$ cat config.mk
export PLATFORM = sky130hd
export DESIGN_NAME = seg_loader_top
export DESIGN_NICKNAME = d
export VERILOG_FILES = /design/src/rtl/seg_ldr_pkg.sv /design/src/rtl/seg_packer.sv /design/src/rtl/seg_fill_ctrl.sv /design/src/rtl/seg_row_latch.sv /design/src/rtl/seg_level_enc.sv /design/src/rtl/seg_loader_top.sv
export SDC_FILE = /design/constraint.sdc
export NUM_CORES = 1
export LEC_CHECK = 0
export BUFFER_PORTS_ARGS = -buffer_cell sky130_fd_sc_hd__buf_2
export CAP_MARGIN = 0
export CORE_MARGIN = 2
export CORE_UTILIZATION = 50
export CTS_CLUSTER_SIZE = 14
export DETAILED_ROUTE_END_ITERATION = 7
export GPL_TIMING_DRIVEN = 0
export HOLD_SLACK_MARGIN = 0.15
export PLACE_DENSITY = 0.86
export SYNTH_ARGS = -nofsm -noshare
export SYNTH_HDL_FRONTEND = slang
export SYNTH_SLANG_ARGS = --single-unit
$ cat constraint.sdc
create_clock -name clk_i -period 2 [get_ports clk_i]
set_clock_uncertainty 0.05 [all_clocks]
set_input_delay 0.1 -clock clk_i [delete_from_list [all_inputs] [get_ports clk_i]]
set_output_delay 0.1 -clock clk_i [all_outputs]
set_load 0.05 [all_outputs]
$ cat src/rtl/seg_ldr_pkg.sv
package seg_ldr_pkg;
  typedef enum logic [1:0] {
    ST_IDLE = 2'd0,
    ST_LOAD = 2'd1,
    ST_DONE = 2'd2
  } ldr_state_e;

  localparam logic [1:0] LVL_V0  = 2'b00;
  localparam logic [1:0] LVL_V12 = 2'b01;
  localparam logic [1:0] LVL_V43 = 2'b10;
  localparam logic [1:0] LVL_V5  = 2'b11;

  function automatic logic [1:0] drv_level(input logic pix, input logic fr, input logic blank);
    logic on;
    on = pix & ~blank;
    if (fr) return on ? LVL_V5 : LVL_V12;
    else    return on ? LVL_V0 : LVL_V43;
  endfunction
endpackage

$ cat src/rtl/seg_packer.sv
module seg_packer #(
  parameter int BUS_W = 8
) (
  input  logic             clk_i,
  input  logic             rst_ni,
  input  logic             clr_i,
  input  logic             act_i,
  input  logic             shift_i,
  input  logic             wide_i,
  input  logic [BUS_W-1:0] data_i,
  output logic             byte_vld_o,
  output logic [BUS_W-1:0] byte_o
);
  localparam int HALF = BUS_W / 2;

  logic            phase_q;
  logic [HALF-1:0] half_q;
  logic            take;

  assign take = act_i & shift_i;

  always_comb begin
    byte_vld_o = take & (wide_i | phase_q);
    byte_o     = wide_i ? data_i : {half_q, data_i[HALF-1:0]};
  end

  always_ff @(posedge clk_i or negedge rst_ni) begin
    if (!rst_ni) begin
      phase_q <= 1'b0;
      half_q  <= '0;
    end else if (clr_i) begin
      phase_q <= 1'b0;
    end else if (take && !wide_i) begin
      phase_q <= ~phase_q;
      if (!phase_q) half_q <= data_i[HALF-1:0];
    end
  end
endmodule

$ cat src/rtl/seg_fill_ctrl.sv
module seg_fill_ctrl
  import seg_ldr_pkg::*;
#(
  parameter int NUM_BYTES       = 20,
  parameter int NUM_GROUPS      = 10,
  parameter int BYTES_PER_GROUP = 2,
  localparam int SELW           = $clog2(NUM_BYTES)
) (
  input  logic            clk_i,
  input  logic            rst_ni,
  input  logic            lp_i,
  input  logic            ein_i,
  input  logic            dir_i,
  input  logic            byte_vld_i,
  output logic            act_o,
  output logic            eout_o,
  output logic [SELW-1:0] byte_sel_o
);
  localparam int GW = (NUM_GROUPS > 1) ? $clog2(NUM_GROUPS) : 1;
  localparam int SW = (BYTES_PER_GROUP > 1) ? $clog2(BYTES_PER_GROUP) : 1;
  localparam int CW = $clog2(NUM_BYTES);

  ldr_state_e    state_q;
  logic          dir_q;
  logic [GW-1:0] grp_q;
  logic [SW-1:0] sub_q;
  logic [CW-1:0] cnt_q;
  logic          wr;

  assign act_o      = (state_q == ST_LOAD);
  assign eout_o     = (state_q == ST_DONE);
  assign wr         = act_o & byte_vld_i;
  assign byte_sel_o = SELW'(grp_q) * SELW'(BYTES_PER_GROUP) + SELW'(sub_q);

  always_ff @(posedge clk_i or negedge rst_ni) begin
    if (!rst_ni) begin
      state_q <= ST_IDLE;
      dir_q   <= 1'b0;
      grp_q   <= '0;
      sub_q   <= '0;
      cnt_q   <= '0;
    end else if (lp_i) begin
      state_q <= ST_IDLE;
    end else begin
      unique case (state_q)
        ST_IDLE: if (ein_i) begin
          state_q <= ST_LOAD;
          dir_q   <= dir_i;
          grp_q   <= dir_i ? GW'(NUM_GROUPS - 1) : '0;
          sub_q   <= '0;
          cnt_q   <= '0;
        end
        ST_LOAD: if (wr) begin
          cnt_q <= cnt_q + 1'b1;
          if (sub_q == SW'(BYTES_PER_GROUP - 1)) begin
            sub_q <= '0;
            grp_q <= dir_q ? grp_q - 1'b1 : grp_q + 1'b1;
          end else begin
            sub_q <= sub_q + 1'b1;
          end
          if (cnt_q == CW'(NUM_BYTES - 1)) state_q <= ST_DONE;
        end
        default: ;
      endcase
    end
  end
endmodule

$ cat src/rtl/seg_row_latch.sv
module seg_row_latch #(
  parameter int ROW_BITS = 160,
  parameter int BUS_W    = 8,
  localparam int NUM_BYTES = ROW_BITS / BUS_W,
  localparam int SELW      = $clog2(NUM_BYTES)
) (
  input  logic                clk_i,
  input  logic                rst_ni,
  input  logic                we_i,
  input  logic [SELW-1:0]     sel_i,
  input  logic [BUS_W-1:0]    byte_i,
  input  logic                xfer_i,
  output logic [ROW_BITS-1:0] line_o
);
  logic [ROW_BITS-1:0] data_q;
  logic [ROW_BITS-1:0] line_q;

  for (genvar k = 0; k < NUM_BYTES; k++) begin : g_slot
    always_ff @(posedge clk_i or negedge rst_ni) begin
      if (!rst_ni)                          data_q[k*BUS_W +: BUS_W] <= '0;
      else if (we_i && sel_i == SELW'(k))   data_q[k*BUS_W +: BUS_W] <= byte_i;
    end
  end

  always_ff @(posedge clk_i or negedge rst_ni) begin
    if (!rst_ni)     line_q <= '0;
    else if (xfer_i) line_q <= data_q;
  end

  assign line_o = line_q;
endmodule

$ cat src/rtl/seg_level_enc.sv
module seg_level_enc
  import seg_ldr_pkg::*;
#(
  parameter int ROW_BITS = 160
) (
  input  logic [ROW_BITS-1:0]   line_i,
  input  logic                  fr_i,
  input  logic                  dispoff_i,
  output logic [2*ROW_BITS-1:0] seg_o
);
  for (genvar i = 0; i < ROW_BITS; i++) begin : g_col
    assign seg_o[2*i +: 2] = drv_level(line_i[i], fr_i, dispoff_i);
  end
endmodule

$ cat src/rtl/seg_loader_top.sv
module seg_loader_top #(
  parameter int ROW_BITS   = 160,
  parameter int BUS_W      = 8,
  parameter int GROUP_BITS = 16
) (
  input  logic                  clk_i,
  input  logic                  rst_ni,
  input  logic                  lp_i,
  input  logic                  ein_i,
  input  logic                  dir_i,
  input  logic                  wide_i,
  input  logic                  shift_i,
  input  logic [BUS_W-1:0]      data_i,
  input  logic                  fr_i,
  input  logic                  dispoff_i,
  output logic                  eout_o,
  output logic [2*ROW_BITS-1:0] seg_o
);
  localparam int NUM_BYTES  = ROW_BITS / BUS_W;
  localparam int NUM_GROUPS = ROW_BITS / GROUP_BITS;
  localparam int BPG        = GROUP_BITS / BUS_W;
  localparam int SELW       = $clog2(NUM_BYTES);

  logic             lp_q;
  logic             xfer;
  logic             act;
  logic             byte_vld;
  logic [BUS_W-1:0] byte_d;
  logic [SELW-1:0]  byte_sel;
  logic [ROW_BITS-1:0] line;

  always_ff @(posedge clk_i or negedge rst_ni) begin
    if (!rst_ni) lp_q <= 1'b0;
    else         lp_q <= lp_i;
  end
  assign xfer = lp_q & ~lp_i;

  seg_packer #(.BUS_W(BUS_W)) u_pack (
    .clk_i, .rst_ni, .clr_i(lp_i), .act_i(act), .shift_i, .wide_i, .data_i,
    .byte_vld_o(byte_vld), .byte_o(byte_d)
  );

  seg_fill_ctrl #(
    .NUM_BYTES(NUM_BYTES), .NUM_GROUPS(NUM_GROUPS), .BYTES_PER_GROUP(BPG)
  ) u_fill (
    .clk_i, .rst_ni, .lp_i, .ein_i, .dir_i, .byte_vld_i(byte_vld),
    .act_o(act), .eout_o, .byte_sel_o(byte_sel)
  );

  seg_row_latch #(.ROW_BITS(ROW_BITS), .BUS_W(BUS_W)) u_row (
    .clk_i, .rst_ni, .we_i(byte_vld), .sel_i(byte_sel), .byte_i(byte_d),
    .xfer_i(xfer), .line_o(line)
  );

  seg_level_enc #(.ROW_BITS(ROW_BITS)) u_enc (
    .line_i(line), .fr_i, .dispoff_i, .seg_o
  );
endmodule

==> impl_metrics.py <==
metrics = {
    "run_status": {
        "status": "finished, violations left",
        "violations": "setup timing",
    },
    "sta": {
        "period_share_pct": 100,
        "whs_ns": 0.226,
        "setup_slack_ns": -0.00588,
        "tightestPinTransition_ns": 0.973,
        "setup_violations": 6,
        "max_freq_ghz": 0.499,
        "rsz0062_at_grt": "true",
        "tns_ns": -0.0193,
        "slew_headroom_pct": 35.1,
        "maxSlewViolCount": 0,
        "finalHoldViolations": 0,
        "period_needed_ns": 2.01,
    },
    "power": {
        "peakVddDrop_v": 0.000786,
        "powerDensity_nw_per_um2": 1030,
        "p_leak_nw": 10.2,
    },
    "finish": {
        "nets": 1762,
        "finish.utilization_pct": 62.2,
        "synthToLayoutAreaGrowth_pct": 23.2,
        "n_fill_cell": 2490,
        "design_area_um2": 20700,
        "seqCellArea_um2": 8490,
        "drive_gt1_share_pct": 54.1,
        "n_antenna_cell": 0,
        "multi_input_area_um2": 6900,
    },
    "yosys": {
        "syn-cell-area_um2": 16800,
        "synthesis.nets": 1361,
        "synth_top_area_share_pct": 50.5,
        "synth.avg_cell_area_um2": 12.5,
        "ys_types": 41,
        "synthTopCellsByArea": "dfrtp_1 51%, mux2_2 22%, xnor2_1 8.5%",
        "synth_seq_cells": 339,
        "seq_area_frac_synth_pct": 50.5,
        "yosysTopAreaCell": "dfrtp_1",
        "synth.yosys.warnings": 0,
        "synthCells": 1340,
    },
    "floorplanning": {
        "die_area_um2": 35100,
        "core_region_area_um2": 33300,
        "die_h_um": 187,
        "die_x_um": 187,
        "rows": 67,
        "initial_core_util_pct": 50.5,
        "pin_count": 338,
    },
    "global_route": {
        "gr-total-overflow": 0,
        "grt-busiest-layer": "met2",
        "grt_use_met1_pct": 28.3,
        "grt_usage_pct": 22.6,
        "grt_pass1_wl_um": 62200,
        "grt_pass1_vias": 11100,
        "met2_usage_pct": 39.4,
        "grtUsageMet3_pct": 3.98,
        "grt_start_max_net_pins": 162,
        "antenna_found_initial": 3,
    },
    "drt": {
        "wl_um": 40000,
        "vias_per_cell": 4.99,
        "drc_errors": 0,
        "drt-wirelength-per-cell_um": 18.1,
        "final_antenna_net_count": 0,
        "firstDrtPassIters": 5,
        "drt_iter0_markers": 562,
        "via_count": 11000,
    },
    "setup_path": {
        "crit_cells": 5,
        "rr_worst_depth": 5,
        "crit_end": "u_row.data_q[14]",
        "crit_required_ns": 2.34,
        "r2r-start": "u_fill.state_q[1]",
        "cpPeakStageDelay_ns": 0.43,
        "reg2reg_slack_ns": -0.006,
        "path_buf_inv": 1,
        "path_class": "flop to flop",
        "crit_slowest_cell": "dfrtp_2",
        "cp_cell_sequence": "nor3b_4 -> nand4_1 -> buf_6 -> or3_4 -> mux2_2",
        "path_max_fanout": 8,
        "start_kind": "flop",
        "setup.worst_path.end_class": "flop",
        "startpoint": "u_fill.state_q[1]",
        "cp.arrival_ns": 2.34,
        "r2r_end": "u_row.data_q[14]",
        "cp_top_family": "simple AND/OR/NAND/NOR gates",
    },
    "clock_tree": {
        "numCtsBuffers": 35,
        "clock-root-buffer": "clkbuf_16",
        "cts_buffer_depth": 3,
        "cts_tree": "yes",
        "clkLatencyLatePin_ns": 0.51,
        "cts.sink_count": 339,
        "h-tree-depth": 2,
        "cts.clk_slew.worst_paths_ns": 0.06,
    },
    "min_path": {
        "hp-class": "primary input to async pin",
    },
    "run": {
        "cap_violations": 0,
    },
    "place": {
        "dp_slack_ns": -0.803,
        "hpwl_um": 27400,
        "gp_congestion": 0.860,
        "dpl-instance-area_um2": 19100,
        "port_buffers": 334,
    },
}
==> worst register-to-register path, delay by kind of cell, from the launching register on <==
kind          cells  cell delay (ns)
simple gates      3             0.92
flops             1             0.43
mux               1             0.30
buf+inv           1             0.18
==> cell families (layout without fill, tap and decap cells) <==
logic type	count (synthesis)	after routing	synth area share, %
AO/OA/AOI/OAI	29	29	1.11
buffers and inverters	248	672	9.15
multiplexers	328	328	22.0
adder cells (fa/ha/maj)	4	4	0.343
XOR/XNOR	164	164	8.55
AND/OR/NAND/NOR	228	228	8.32
flip-flops	339	339	50.5
==> how the worst min path moves through the flow <==
stage | endpoint | cells after the start | slack, ns
2_1_floorplan | lp_q | 0 | -0.25
3_3_place_gp | lp_q | 1 | 0.26
3_5_place_dp | u_row.data_q[0] | 1 | 0.22
4_1_cts | u_fill.grp_q[1] | 2 | 0.27
5_1_grt | u_row.data_q[0] | 2 | 0.31
6_report | u_row.data_q[0] | 2 | 0.23
==> layout by cell type (no fill, tap or decap), types with 6 or more instances in the layout <==
cell type	synthesis	final
a21oi_1	7	7
buf_2	4	341
clkinv_2	0	6
nor2b_1	164	162
dfrtp_1	339	336
clkbuf_2	0	18
nand2_1	15	14
dlygate4sd3_1	0	10
inv_1	7	7
xnor2_1	163	163
o21ai_0	9	8
buf_4	160	174
clkbuf_1	72	56
clkbuf_16	0	35
mux2_2	328	325
nor2_4	0	11
nand4_1	7	7
nor2_1	16	9
==> power by group <==
part	leakage [nW]	total, mW	internal (mW)	switching (mW)
combinational	5.01	6.26	2.25	4.00
sequential	4.63	8.77	8.07	0.698
clock	0.533	6.20	3.64	2.56
total	10.2	21.2	14.0	7.26
==> layer usage <==
| layer | share of wire, % | wire, um | vias to the layer above |
|---|---|---|---|
| met3 | 6.2 | 2470 | 76 |
| li1 | - | - | 5074 |
| met5 | 0 | 0 | - |
| met2 | 51 | 20200 | 399 |
| met1 | 40 | 16100 | 5497 |
| met4 | 3.0 | 1200 | 0 |
==> Yosys cell counts, drive strengths merged <==
cell	count
nand2b	2
nand3	3
or3	2
or3b	1
o31ai	2
inv	7
mux2	328
a22o	1
nor3	3
nand4b	1
o211ai	1
a211oi	2
nor2b	164
nor4b	2
xnor2	163
nor3b	2
fa	1
ha	3
nand2	15
dfrtp	339
and2	2
o21a	1
xor2	1
nor2	21
o221ai	1
buf	169
a2111oi	1
o2111ai	1
or4	2
clkbuf	72
a31o	1
o211a	1
o21ai	9
nor4	1
a21oi	7
a21o	1
nand4	7
==> cell type report <==
| class | instances | share of cell area (%) |
|---|---|---|
| timing repair buffer | 368 | 10.1 |
| sequential | 339 | 41.0 |
| tap | 448 | 2.71 |
| clock buffer | 50 | 4.70 |
| buffer | 237 | 7.49 |
| inverter | 7 | 0.127 |
| clock inverter | 10 | 0.520 |
| multi-input combinational | 753 | 33.4 |
==> registers in the layout (all words and copies together) (netlist names) <==
name	cells
u_row.line_o	160
u_fill.dir_q	1
u_fill.cnt_q	5
u_pack.half_q	4
u_row.data_q	160
u_pack.phase_q	1
u_fill.sub_q	1
u_fill.state_q	2
lp_q	1
u_fill.grp_q	4
==> through the flow <==
stage | power [mW] | std cells
finish | 21.2 | 2212
global route | 22.1 | 2212
CTS | 21.3 | 2204
detailed placement | 14.9 | 2124
global placement | 14.7 | 2122
floorplan | 13.4 | 1340
==> timing repair <==
| item | in CTS | in global routing |
|---|---|---|
| resized for setup | 56 | 21 |
| hold buffers | 10 | 0 |
| pin swaps | 11 | 5 |
| hold endpoints to repair | 138 | 0 |
| setup endpoints to repair | 354 | 151 |
| buffers inserted | 14 | 8 |
Note: power is estimated with default switching activity, not from simulation.
